<file path="config.mk">
export PLATFORM = sky130hd
export DESIGN_NAME = char_input_port
export DESIGN_NICKNAME = d
export VERILOG_FILES = /design/src/rtl/char_port_pkg.sv /design/src/rtl/cip_decode.sv /design/src/rtl/cip_char_store.sv /design/src/rtl/cip_ctrl_reg.sv /design/src/rtl/char_input_port.sv
export SDC_FILE = /design/constraint.sdc
export NUM_CORES = 1
export LEC_CHECK = 0
export BUFFER_PORTS_ARGS = -buffer_cell sky130_fd_sc_hd__clkbuf_2
export CAP_MARGIN = 10
export CORE_MARGIN = 3
export CORE_UTILIZATION = 39
export DETAILED_ROUTE_END_ITERATION = 7
export PLACE_DENSITY_LB_ADDON = 0.08
export SLEW_MARGIN = 20
export SYNTH_ARGS = -nofsm -noshare
export SYNTH_HDL_FRONTEND = slang
export SYNTH_SLANG_ARGS = --single-unit
</file>
<file path="constraint.sdc">
create_clock -name clk -period 0.8 [get_ports clk]
set_input_delay 0.16 -clock clk [delete_from_list [all_inputs] [get_ports clk]]
set_output_delay 0.16 -clock clk [all_outputs]
set_load 0.005 [all_outputs]
</file>
<file path="src/rtl/char_port_pkg.sv">
package char_port_pkg;
  localparam int unsigned CP_DW      = 8;
  localparam int unsigned OFS_CHAR   = 0;
  localparam int unsigned OFS_STAT   = 4;
  localparam int unsigned OFS_CTRL   = 8;
  localparam int unsigned BIT_READY  = 1;
  localparam int unsigned BIT_OVR    = 0;
  localparam int unsigned BIT_IE     = 1;
  localparam logic [CP_DW-1:0] CTRL_MASK = CP_DW'(1) << BIT_IE;

  typedef enum logic [1:0] {SEL_NONE, SEL_CHAR, SEL_STAT, SEL_CTRL} reg_sel_e;

  function automatic logic [CP_DW-1:0] status_word(input logic rdy, input logic ovr);
    logic [CP_DW-1:0] w;
    w = '0;
    w[BIT_READY] = rdy;
    w[BIT_OVR]   = ovr;
    return w;
  endfunction
endpackage

</file>
<file path="src/rtl/cip_decode.sv">
module cip_decode
  import char_port_pkg::*;
#(
  parameter int unsigned ADDR_W = 4
) (
  input  logic [ADDR_W-1:0] addr,
  input  logic              rd,
  input  logic              wr,
  output reg_sel_e          sel,
  output logic              char_rd_hit,
  output logic              stat_rd_hit,
  output logic              ctrl_wr_hit,
  output logic              char_wr_hit
);
  always_comb begin
    if (addr == ADDR_W'(OFS_CHAR))      sel = SEL_CHAR;
    else if (addr == ADDR_W'(OFS_STAT)) sel = SEL_STAT;
    else if (addr == ADDR_W'(OFS_CTRL)) sel = SEL_CTRL;
    else                                sel = SEL_NONE;
  end

  assign char_rd_hit = rd && (sel == SEL_CHAR);
  assign stat_rd_hit = rd && (sel == SEL_STAT);
  assign ctrl_wr_hit = wr && (sel == SEL_CTRL);
  assign char_wr_hit = wr && (sel == SEL_CHAR);
endmodule

</file>
<file path="src/rtl/cip_char_store.sv">
module cip_char_store
  import char_port_pkg::*;
(
  input  logic             clk,
  input  logic             rst_n,
  input  logic             char_valid,
  input  logic [CP_DW-1:0] char_in,
  input  logic             char_rd_hit,
  input  logic             stat_rd_hit,
  output logic [CP_DW-1:0] char_q,
  output logic             ready_q,
  output logic             ovr_q
);
  logic ev_arrive;
  logic ev_overrun;
  logic ev_consume;

  assign ev_arrive  = char_valid;
  assign ev_overrun = char_valid && ready_q && !char_rd_hit;
  assign ev_consume = char_rd_hit && !char_valid;

  always_ff @(posedge clk or negedge rst_n) begin
    if (!rst_n) begin
      char_q  <= '0;
      ready_q <= 1'b0;
      ovr_q   <= 1'b0;
    end else begin
      if (ev_arrive) char_q <= char_in;
      if (ev_arrive)       ready_q <= 1'b1;
      else if (ev_consume) ready_q <= 1'b0;
      if (ev_overrun)       ovr_q <= 1'b1;
      else if (stat_rd_hit) ovr_q <= 1'b0;
    end
  end

  a_r3_arrival_loads: assert property (@(posedge clk) disable iff (!rst_n)
    char_valid |=> (ready_q && char_q == $past(char_in)));
  a_r4_read_clears: assert property (@(posedge clk) disable iff (!rst_n)
    (char_rd_hit && !char_valid) |=> !ready_q);
  a_r5_poll_quiet: assert property (@(posedge clk) disable iff (!rst_n)
    (stat_rd_hit && !char_valid && !char_rd_hit) |=> ($stable(ready_q) && $stable(char_q)));
  a_r6_arrival_wins: assert property (@(posedge clk) disable iff (!rst_n)
    (char_valid && char_rd_hit && !ovr_q && !stat_rd_hit) |=> (ready_q && !ovr_q));
  a_r7_overrun_sets: assert property (@(posedge clk) disable iff (!rst_n)
    (char_valid && ready_q && !char_rd_hit) |=> ovr_q);
  a_r8_poll_clears_ovr: assert property (@(posedge clk) disable iff (!rst_n)
    (stat_rd_hit && !(char_valid && ready_q)) |=> !ovr_q);
endmodule

</file>
<file path="src/rtl/cip_ctrl_reg.sv">
module cip_ctrl_reg
  import char_port_pkg::*;
(
  input  logic             clk,
  input  logic             rst_n,
  input  logic             ctrl_wr_hit,
  input  logic [CP_DW-1:0] wdata,
  input  logic             ready_q,
  output logic [CP_DW-1:0] ctrl_q,
  output logic             ie,
  output logic             irq
);
  always_ff @(posedge clk or negedge rst_n) begin
    if (!rst_n)           ctrl_q <= '0;
    else if (ctrl_wr_hit) ctrl_q <= wdata & CTRL_MASK;
  end

  assign ie  = ctrl_q[BIT_IE];
  assign irq = ready_q & ie;

  a_r9_ctrl_write: assert property (@(posedge clk) disable iff (!rst_n)
    ctrl_wr_hit |=> (ie == $past(wdata[BIT_IE])));
endmodule

</file>
<file path="src/rtl/char_input_port.sv">
module char_input_port
  import char_port_pkg::*;
#(
  parameter int unsigned ADDR_W = 4
) (
  input  logic              clk,
  input  logic              rst_n,
  input  logic              char_valid,
  input  logic [CP_DW-1:0]  char_in,
  input  logic [ADDR_W-1:0] bus_addr,
  input  logic              bus_rd,
  input  logic              bus_wr,
  input  logic [CP_DW-1:0]  bus_wdata,
  output logic [CP_DW-1:0]  bus_rdata,
  output logic              irq
);
  reg_sel_e         sel;
  logic             char_rd_hit, stat_rd_hit, ctrl_wr_hit, char_wr_hit;
  logic [CP_DW-1:0] char_q, ctrl_q, rd_mux;
  logic             ready_q, ovr_q, ie;

  cip_decode #(.ADDR_W(ADDR_W)) u_dec (
    .addr(bus_addr), .rd(bus_rd), .wr(bus_wr), .sel(sel),
    .char_rd_hit(char_rd_hit), .stat_rd_hit(stat_rd_hit),
    .ctrl_wr_hit(ctrl_wr_hit), .char_wr_hit(char_wr_hit)
  );

  cip_char_store u_store (
    .clk(clk), .rst_n(rst_n), .char_valid(char_valid), .char_in(char_in),
    .char_rd_hit(char_rd_hit), .stat_rd_hit(stat_rd_hit),
    .char_q(char_q), .ready_q(ready_q), .ovr_q(ovr_q)
  );

  cip_ctrl_reg u_ctrl (
    .clk(clk), .rst_n(rst_n), .ctrl_wr_hit(ctrl_wr_hit), .wdata(bus_wdata),
    .ready_q(ready_q), .ctrl_q(ctrl_q), .ie(ie), .irq(irq)
  );

  always_comb begin
    unique case (sel)
      SEL_CHAR: rd_mux = char_q;
      SEL_STAT: rd_mux = status_word(ready_q, ovr_q);
      SEL_CTRL: rd_mux = ctrl_q;
      default:  rd_mux = '0;
    endcase
  end

  always_ff @(posedge clk or negedge rst_n) begin
    if (!rst_n) bus_rdata <= '0;
    else        bus_rdata <= bus_rd ? rd_mux : '0;
  end

  a_r10_irq_drops_on_consume: assert property (@(posedge clk) disable iff (!rst_n)
    (char_rd_hit && !char_valid) |=> !irq);
  a_r10_irq_follows_arrival: assert property (@(posedge clk) disable iff (!rst_n)
    (char_valid && ie && !ctrl_wr_hit) |=> irq);
  a_r11_char_write_ignored: assert property (@(posedge clk) disable iff (!rst_n)
    (char_wr_hit && !char_valid) |=> $stable(char_q));
  a_r2_idle_rdata_zero: assert property (@(posedge clk) disable iff (!rst_n)
    !bus_rd |=> (bus_rdata == '0));
endmodule

</file>
==> flow_summary.json <==
{
  "antenna_found_initial": 0,
  "drt_first_pass_iters": 3,
  "clk_pin_slew_worst_paths_ns": 0.11,
  "netlist_top_cells_area": "dfrtp_1, mux2_2, and2_1",
  "ioPinCount": 34,
  "drv_cap": 0,
  "start_util_pct": 42.2,
  "peakVddDrop_mv": 1.07,
  "final_common_cell": "clkbuf_2",
  "ys_types": 17,
  "routed_wl_microns": 1330,
  "min_path_type": "in2reg",
  "multi_input_area_sq_um": 268,
  "critical_path.max_stage_delay_ns": 0.39,
  "clockPowerShare_pct": 27.3,
  "regToRegSetupSlack_ns": -0.19,
  "area_growth_pct": 38.3,
  "path_class": "reg2out",
  "design_area_sq_mm": 0.00102,
  "p_leak_uw": 0.000535,
  "num_antenna_cells": 0,
  "syn_area_sq_um": 736,
  "gr-total-overflow": 0,
  "synth_nets": 78,
  "numCtsBuffers": 3,
  "routed_via_density": 4.62,
  "cellInternalPower_uw": 1360,
  "ant_nets": 0,
  "yosysSeqAreaShare_pct": 64.6,
  "cp_num_buf_inv": 1,
  "track_usage_pct": 11.7,
  "layout_common_cells": "clkbuf_2, dfrtp_1, mux2_2, buf_4, and2_1",
  "pre_cts_ws_ns": -0.334,
  "worst-path-max-fanout": 2,
  "cts-root-buf": "clkbuf_4",
  "cts_tree": "built",
  "status": "finished with violations",
  "endpoint_kind": "primary output",
  "setup_violations": 12,
  "fp.dieH_microns": 49.4,
  "die_area_sq_mm": 0.00244,
  "post-dp-hpwl_microns": 1040,
  "yosys_warnings": 0,
  "clock.fmax_mhz": 901,
  "grt_start_max_net_pins": 20,
  "synth_top_cell_by_area": "dfrtp_1",
  "cp_top_family": "flip-flops",
  "ys_seq_elements": 19,
  "cts_max_level": 1,
  "layout_setup_ws_ns": -0.310,
  "cp.arrival_ns": 0.95,
  "avgSynthCellArea_sq_um": 13.9,
  "start_kind": "register",
  "pwr-share-seq_pct": 58.9,
  "p_per_area_mw_per_mm2": 1750,
  "clk_path_buf_depth": 2,
  "seq_area_sq_um": 475,
  "finalSetupTns_ns": -1.73,
  "vias": 540,
  "yosysTopAreaCellShare_pct": 64.6,
  "swShare_pct": 23.8,
  "fin_nets": 118,
  "port_buffers": 26,
  "grt_pass1_vias": 502,
  "rsz0062_at_grt": "true",
  "required_ns": 0.64,
  "fin_skew_ns": 0.00237,
  "violations": "negative setup slack",
  "pwr-share-comb_pct": 13.8,
  "fin_crit_sh_pct": 139,
  "slew_headroom_pct": 70.7,
  "die_x_microns": 49.4,
  "clock_sinks": 19,
  "drive_above_1_share_pct": 58.7,
  "timing.critical_path.cells": "and2_1 > clkbuf_2",
  "power.switching_uw": 425,
  "fin_util_pct": 58.3,
  "maxSlewViolCount": 0,
  "rows": 15,
  "drc": 0,
  "period_needed_ns": 1.11,
  "coreArea_sq_mm": 0.00175,
  "drtIter0Drc": 3,
  "gp_congestion": 0.791,
  "synth_cells": 53,
  "wl_per_cell_microns": 11.4,
  "slowest_stage": "dfrtp_1",
  "hold_viol": 0,
  "fillers": 162,
  "worst_pin_slew_ns": 0.440,
  "grt_pass1_wl_microns": 2190,
  "clk-insertion-delay-late_ns": 0.30,
  "place_area_sq_um": 945
}
[flip-flops by register name (all words and copies together), names as in the netlist]
| signal | cells |
|---|---|
| u_store.ready_q | 1 |
| u_store.ovr_q | 1 |
| bus_rdata | 8 |
| u_ctrl.ctrl_q | 1 |
| u_store.char_q | 8 |
[power groups by stage]
stage | logic, uW | registers, uW | clock network (uW)
floorplan | 103 | 1060 | 0
global placement | 216 | 1070 | 0
detailed placement | 221 | 1070 | 0
CTS | 227 | 1050 | 494
global route | 274 | 1060 | 551
finish | 246 | 1050 | 486
[final cells by class]
type | count | share of cell area, %
Inverter | 2 | 0.738
Clock inverter | 1 | 0.492
Clock buffer | 3 | 2.21
Multi-Input combinational cell | 31 | 26.3
Timing Repair Buffer | 36 | 20.4
Tap cell | 25 | 3.08
Sequential cell | 19 | 46.7
[metal layers]
metal	vias to the layer above	share of wire [%]	routed length (microns)	GRT usage, %
li1	259	-	-	-
met1	260	43	567	16.1
met2	18	48	645	17.4
met3	3	6.4	85	2.75
met4	0	2.7	36	5.53
met5	-	0	0	0
[worst paths after layout]
check | cells past startpoint | startpoint | end
setup reg to reg | 4 | u_ctrl.ctrl_q[1]$_DFFE_PN0P_ | bus_rdata[1]$_DFF_PN0_
hold / removal | 2 | char_in[1] | u_store.char_q[1]$_DFFE_PN0P_
max in group asynchronous | 2 | rst_n | u_store.char_q[7]$_DFFE_PN0P_
min in group asynchronous | 2 | rst_n | u_store.ovr_q$_DFFE_PN0P_
setup / recovery | 2 | u_store.ready_q$_DFFE_PN0P_ | irq
hold reg to reg | 1 | u_store.char_q[6]$_DFFE_PN0P_ | bus_rdata[6]$_DFF_PN0_
[synthesized netlist by cell type]
master,number
a21oi_1,1
and2_1,7
nand4_1,1
and4bb_2,1
mux2i_1,2
inv_1,2
nand2_1,2
or4b_4,1
dfrtp_1,19
buf_2,1
nor2_1,2
mux2_2,9
o21bai_1,1
o22ai_1,1
nor3_1,1
and3_1,1
o21ai_1,1
[metrics by stage]
| stage | std cells | hold WS [ns] | total power, uW |
|---|---|---|---|
| after global placement | 110 | 0.125 | 1280 |
| after detailed placement | 110 | 0.124 | 1290 |
| after global routing | 117 | 0.0692 | 1880 |
| final | 117 | 0.0800 | 1780 |
| after floorplan | 53 | -0.136 | 1160 |
| after CTS | 115 | 0.0831 | 1770 |
[kinds of logic (layout without fill, tap and decap cells)]
group | Yosys count | in the layout | synth area share, %
mux | 11 | 11 | 16.5
simple gates | 16 | 16 | 13.9
compound gates | 4 | 4 | 3.23
flops | 19 | 19 | 64.6
buf+inv | 3 | 42 | 1.70
[timing repair]
item                                    4_1_cts  5_1_grt
hold buffers                                  1        0
pin swaps                                     2        1
gates resized for setup                       1        4
hold endpoints to repair                     19        0
setup buffers                                 0        2
gates cloned                                  0        0
endpoints found under the setup margin       11       12
No activity file was read; power rests on OpenSTA's default activity.
